**config.mk**
```make
export PLATFORM = sky130hd
export DESIGN_NAME = fcsm_top
export DESIGN_NICKNAME = d
export VERILOG_FILES = /design/src/rtl/fcsm_pkg.sv /design/src/rtl/fcsm_errcnt.sv /design/src/rtl/fcsm_recov.sv /design/src/rtl/fcsm_top.sv
export SDC_FILE = /design/constraint.sdc
export NUM_CORES = 1
export LEC_CHECK = 0
export BUFFER_PORTS_ARGS = -buffer_cell sky130_fd_sc_hd__clkbuf_2
export CAP_MARGIN = 20
export CORE_MARGIN = 3
export CORE_UTILIZATION = 55
export CTS_BUF_LIST = sky130_fd_sc_hd__clkbuf_4 sky130_fd_sc_hd__clkbuf_8 sky130_fd_sc_hd__clkbuf_16
export DETAILED_ROUTE_END_ITERATION = 8
export GPL_ROUTABILITY_DRIVEN = 0
export PLACE_DENSITY = 0.79
export RECOVER_POWER = 50
export SETUP_SLACK_MARGIN = 0.2
export SYNTH_ARGS = -nofsm -noshare
export SYNTH_HDL_FRONTEND = slang
export SYNTH_HIERARCHICAL = 1
export SYNTH_SLANG_ARGS = --single-unit
```
**constraint.sdc**
```tcl
create_clock -name clk -period 4.7 [get_ports clk]
set_clock_uncertainty 0.2 [all_clocks]
set_input_delay 0.235 -clock clk [delete_from_list [all_inputs] [get_ports clk]]
set_output_delay 0.235 -clock clk [all_outputs]
set_load 0.02 [all_outputs]
```
**src/rtl/fcsm_pkg.sv**
```systemverilog
package fcsm_pkg;

    typedef enum logic [1:0] {
        FC_ACTIVE  = 2'b00,
        FC_PASSIVE = 2'b01,
        FC_BUSOFF  = 2'b10
    } fc_state_e;

    typedef struct packed {
        fc_state_e st;
        logic      warn;
        logic      irq_w;
        logic      irq_p;
        logic      irq_b;
    } fc_flags_t;

endpackage

```
**src/rtl/fcsm_errcnt.sv**
```systemverilog
module fcsm_errcnt #(
    parameter int W    = 9,
    parameter int STEP = 8
) (
    input  logic         clk,
    input  logic         rst_n,
    input  logic         inc_one,
    input  logic         inc_step,
    input  logic         dec,
    input  logic         hold,
    input  logic         clr,
    output logic [W-1:0] cnt_q,
    output logic [W-1:0] cnt_nx
);
    localparam logic [W:0]   STEP_X = (W+1)'(STEP);
    localparam logic [W-1:0] MAXV   = {W{1'b1}};

    logic [W:0] sum;

    always_comb begin
        cnt_nx = cnt_q;
        sum    = {1'b0, cnt_q} + (inc_step ? STEP_X : (W+1)'(1));
        if (clr) begin
            cnt_nx = '0;
        end else if (!hold) begin
            if (inc_step || inc_one) begin
                cnt_nx = sum[W] ? MAXV : sum[W-1:0];
            end else if (dec && cnt_q != '0) begin
                cnt_nx = cnt_q - W'(1);
            end
        end
    end

    always_ff @(posedge clk or negedge rst_n) begin
        if (!rst_n) cnt_q <= '0;
        else        cnt_q <= cnt_nx;
    end
endmodule

```
**src/rtl/fcsm_recov.sv**
```systemverilog
module fcsm_recov #(
    parameter int N = 128
) (
    input  logic clk,
    input  logic rst_n,
    input  logic in_boff,
    input  logic host_init,
    input  logic seq11,
    output logic done
);
    localparam int CW = $clog2(N + 1);
    localparam logic [CW-1:0] LAST = CW'(N - 1);

    logic [CW-1:0] cnt_d, cnt_q;
    logic          armed;

    always_comb begin
        armed = in_boff && !host_init;
        done  = armed && seq11 && (cnt_q == LAST);
        cnt_d = cnt_q;
        if (!armed || done) cnt_d = '0;
        else if (seq11)     cnt_d = cnt_q + CW'(1);
    end

    always_ff @(posedge clk or negedge rst_n) begin
        if (!rst_n) cnt_q <= '0;
        else        cnt_q <= cnt_d;
    end
endmodule

```
**src/rtl/fcsm_top.sv**
```systemverilog
module fcsm_top
    import fcsm_pkg::*;
#(
    parameter int CNT_W   = 9,
    parameter int LIM_W   = 8,
    parameter int LIM_RST = 96,
    parameter int PAS_TH  = 127,
    parameter int BOFF_TH = 255,
    parameter int RECOV_N = 128,
    parameter int ERR_STEP = 8
) (
    input  logic             clk,
    input  logic             rst_n,
    input  logic             tx_err,
    input  logic             rx_err,
    input  logic             rx_err_dom,
    input  logic             tx_ok,
    input  logic             rx_ok,
    input  logic             rec11,
    input  logic             host_init,
    input  logic             lim_wr,
    input  logic [LIM_W-1:0] lim_din,
    output logic [CNT_W-1:0] tec,
    output logic [CNT_W-1:0] rec,
    output logic [1:0]       state,
    output logic             err_warn,
    output logic             irq_warn,
    output logic             irq_pas,
    output logic             irq_boff
);
    localparam logic [CNT_W-1:0] PAS_V  = CNT_W'(PAS_TH);
    localparam logic [CNT_W-1:0] BOFF_V = CNT_W'(BOFF_TH);

    fc_flags_t        fl_d, fl_q;
    logic [LIM_W-1:0] lim_d, lim_q;
    logic [CNT_W-1:0] tec_nx, rec_nx, lim_x;
    logic             in_boff, rec_done;

    assign in_boff = (fl_q.st == FC_BUSOFF);

    fcsm_errcnt #(.W(CNT_W), .STEP(ERR_STEP)) u_tec (
        .clk(clk), .rst_n(rst_n),
        .inc_one(1'b0), .inc_step(tx_err), .dec(tx_ok),
        .hold(in_boff), .clr(rec_done),
        .cnt_q(tec), .cnt_nx(tec_nx)
    );

    fcsm_errcnt #(.W(CNT_W), .STEP(ERR_STEP)) u_rec (
        .clk(clk), .rst_n(rst_n),
        .inc_one(rx_err), .inc_step(rx_err_dom), .dec(rx_ok),
        .hold(in_boff), .clr(rec_done),
        .cnt_q(rec), .cnt_nx(rec_nx)
    );

    fcsm_recov #(.N(RECOV_N)) u_recov (
        .clk(clk), .rst_n(rst_n),
        .in_boff(in_boff), .host_init(host_init), .seq11(rec11),
        .done(rec_done)
    );

    always_comb begin
        lim_x = CNT_W'(lim_q);
        lim_d = lim_wr ? lim_din : lim_q;
        fl_d  = fl_q;

        if (in_boff) begin
            fl_d.st = rec_done ? FC_ACTIVE : FC_BUSOFF;
        end else if (tec_nx > BOFF_V) begin
            fl_d.st = FC_BUSOFF;
        end else if (tec_nx > PAS_V || rec_nx > PAS_V) begin
            fl_d.st = FC_PASSIVE;
        end else begin
            fl_d.st = FC_ACTIVE;
        end

        fl_d.warn  = (tec_nx >= lim_x) || (rec_nx >= lim_x);
        fl_d.irq_w = (fl_d.warn != fl_q.warn);
        fl_d.irq_p = (fl_d.st != fl_q.st) &&
                     (fl_d.st != FC_BUSOFF) && (fl_q.st != FC_BUSOFF);
        fl_d.irq_b = (fl_d.st == FC_BUSOFF) && (fl_q.st != FC_BUSOFF);
    end

    always_ff @(posedge clk or negedge rst_n) begin
        if (!rst_n) begin
            fl_q  <= '{st: FC_ACTIVE, default: 1'b0};
            lim_q <= LIM_W'(LIM_RST);
        end else begin
            fl_q  <= fl_d;
            lim_q <= lim_d;
        end
    end

    assign state    = fl_q.st;
    assign err_warn = fl_q.warn;
    assign irq_warn = fl_q.irq_w;
    assign irq_pas  = fl_q.irq_p;
    assign irq_boff = fl_q.irq_b;
endmodule

```
==> impl_results.md <==
* H-tree lvl count at 2
* # fillers at roughly 440
* Slew @ Worst Pin at 2060 ps
* Max Slew Vio Count at 40
* Failing checks: capacitance limit, slew limit
* Sinks on Clock Net at 40
* Total negative setup slack at 0 ps
* CP required at 4680 ps
* Comb power frac at between 10% and 20%
* Die Footprint at approximately 6700 µm²
* Tot GR Track Use at between 20% and 30%
* Post-CTS Resized at 0
* Post-layout min period at 3760 ps
* Fin nets at around 430
* DRC viols at 0
* Max Cap Viol at 1
* Critical path type: flip-flop to flip-flop
* Net Sw Power at about 0.22 mW
* WP data arrival at between 3000 and 4000 ps
* Initial Utilization at 59.4%
* HPWL after DPL at approximately 6100 µm
* Hold Crit Class: input pin to asynchronous set/reset pin
* RSZ-0062 raised after global routing: no
* Top post-synthesis cells by area: dfrtp_1 (30%), ha_1 (9.9%), a21oi_1 (3.5%)
* Syn Area/Cell at slightly above 9 µm²
* Critical Path Sink: irq_warn$_DFF_PN0_
* CP Capture Type: flip-flop
* First-pass GRT wire length at between 10000 and 15000 µm
* Seq/Total Area, Yosys at between 30% and 40%
* Initial DRC Count at 347
* TritonCTS clock tree: yes
* Clk buf depth at 2
* Leakage power at 1.56 nW
* Vias per inst at roughly 6.6
* Largest net degree at the start of global routing at 41
* DR vias at 3049
* PD cells at 221 nW/µm²
* Row count at 26
* Post-synthesis cell type count at 76
* CTS Buf Count at 5
* Synth top area share at a little under a third
* Routed WL per cell at between 15 and 20 µm
* IO buf count at 41
* Seq pwr share at a little under half
* Period utilisation layout at approximately four fifths
* Grt ovf at 0
* Number of flops mapped to enable cells by yosys at 0
* Root buf cell: clkbuf_8
* Status: complete, but fails checks
* # IOs at 42
* Final number of setup-violating endpoints at 0
* Synth Register Bits at 40
* Area leader, netlist: dfrtp_1
* Setup crit start kind: flip-flop
* Vias in the first global route at ~2800
* Gate Count Post-Synth at approximately 340
* FF-to-FF path depth at 13
* Hold WS at 54.0 ps
* Net Sw Frac at between 20% and 30%
* Post-Syn Area at 3150 µm²
* Int Pwr at 0.584 mW
* Initial antenna violation count at 0
* Crit path max fanout at 11
* Most used DFF post-synth: dfrtp_1
* Overall power at around 0.8 mW
* Most common cell in the netlist: dfrtp_1
* Max VDD drop at approximately 0.21 mV
* Crit path from: u_rec/cnt_q[1]$_DFF_PN0_
* TritonRoute pass-1 iters at 6
* Yosys warnings at 6
* Fmax at between 200 and 300 MHz
* Synth-to-Final Area Change at 14.7%
* Synth cell count leaders: dfrtp_1 (38), ha_1 (25), inv_1 (24), a21oi_1 (22), nor2_1 (22)
* Relative slew slack at -37.0%
* Final Hold Viols at 0
* Clk_lat worst skew at 300 ps
* Inst Count DP at roughly 440
* Layout Cells excl Fill at about 460
* # diodes at 0
* Capture instance of the worst register-to-register path: irq_warn$_DFF_PN0_
* Antenna-violating nets left at 0
* R2r startpoint: u_rec/cnt_q[1]$_DFF_PN0_
* Core area at around 5300 µm²
* Die height at slightly above 80 µm
* Die X at between 80 and 90 µm
* R2R Setup Slk at between 900 and 1000 ps
* Asr flop ratio synth at 100%
* Clock share of power at about 37%
* Post-detailed-routing wire length at roughly 8500 µm
* Clk slew on worst S/H paths at about 80 ps
* Layout cells sized above 1 at about a fifth
==> power by group through the flow <==
stage | Combinational [mW] | Clock, mW | Sequential [mW]
2_1_floorplan | 0.0815 | 0 | 0.374
3_3_place_gp | 0.118 | 0 | 0.376
3_5_place_dp | 0.124 | 0 | 0.376
4_1_cts | 0.131 | 0.298 | 0.370
5_1_grt | 0.148 | 0.321 | 0.372
6_report | 0.133 | 0.297 | 0.370
==> timing repair <==
action | 4_1_cts | 5_1_grt
hold buffers | 9 | 0
hold endpoints to repair | 46 | 0
setup buffers | 0 | 0
==> cell families (layout without fill, tap and decap cells) <==
| family | after synthesis | after routing | synth area share (%) |
|---|---|---|---|
| AOI/OAI and AO/OA | 103 | 103 | 24.4 |
| xor gates and xnor gates | 7 | 7 | 1.95 |
| muxes | 9 | 9 | 2.98 |
| buffers and inverters | 40 | 86 | 5.33 |
| and+or+nand+nor | 119 | 119 | 23.5 |
| adders and majority gates | 25 | 25 | 9.94 |
| other | 1 | 3 | 0.119 |
| DFF | 40 | 40 | 31.9 |
==> registers in the layout, summed over array words and instances (netlist names) <==
register       flops
err_warn           1
irq_pas            1
lim_q              8
state              2
u_tec/cnt_q        9
u_recov/cnt_q      8
u_rec/cnt_q        9
irq_boff           1
irq_warn           1
==> worst min path at each step <==
stage / start / endpoint / slack [ps] / cells after the start
after floorplan: rst_n / err_warn$_DFF_PN0_ / -260 / 0
after global placement: rst_n / irq_pas$_DFF_PN0_ / 230 / 1
after detailed placement: rst_n / irq_boff$_DFF_PN0_ / 230 / 1
after CTS: host_init / u_recov/cnt_q[3]$_DFFE_PN0P_ / 60 / 4
after global routing: rst_n / irq_boff$_DFF_PN0_ / 50 / 2
final: rst_n / irq_boff$_DFF_PN0_ / 50 / 2
==> cells in the final DEF (no fill, tap or decap), types with 4 or more instances in the layout <==
master         synthesis  layout
a21oi_1               22      22
or3_1                  6       6
o21ai_0               17      17
nor2b_1                5       4
xor2_1                 4       4
inv_1                 24      24
nand2_1               19      19
clkbuf_2               0      36
nor3_1                 9       9
o221a_2                4       4
a31oi_1                8       8
nor4_1                 8       7
a221oi_1               4       4
dfrtp_1               38      38
clkbuf_1               8       6
nor2_1                22      22
clkbuf_8               0       6
nand2b_1               7       7
nand3_1                9       9
ha_1                  25      25
a211oi_1               4       4
mux2i_1                6       6
dlygate4sd3_1          0       9
==> area by class of cell <==
class                      instances  area, µm²  share of cell area (%)
inverter                          24       90.1                    2.49
sequential                        40       1000                    27.8
tap                               70       87.6                    2.43
timing repair buffer              54        315                    8.73
clock inverter                     2       38.8                    1.07
multi-input combinational        266       1990                    55.2
clock buffer                       6       82.6                    2.29
==> layer usage <==
layer	vias up	track usage, %	wire length (µm)
met5	-	0	0
met4	0	4.49	91
met3	20	5.48	573
met2	141	42.8	3970
met1	1480	37.7	3830
li1	1408	-	-
==> critical path: stages, from the launching register on <==
cell and delay [ps]:
dfrtp_1 510, inv_1 100, ha_1 250, or4b_4 540
o211a_1 270, a21oi_1 180, o221a_2 230, inv_1 50
ha_1 260, nand2b_1 150, a21oi_1 180, o21ai_0 160
a2111o_1 430, xor2_1 160
==> stage by stage <==
step | setup WS, ps | cell area, µm² | util (%)
6_report | 942 | 3610 | 68.1
5_1_grt | 794 | 3610 | 68.1
4_1_cts | 965 | 3610 | 68.1
3_5_place_dp | 983 | 3400 | 64.2
3_3_place_gp | 1060 | 3400 | 64.2
2_1_floorplan | 737 | 3160 | -
(Power assumes the default switching activity.)
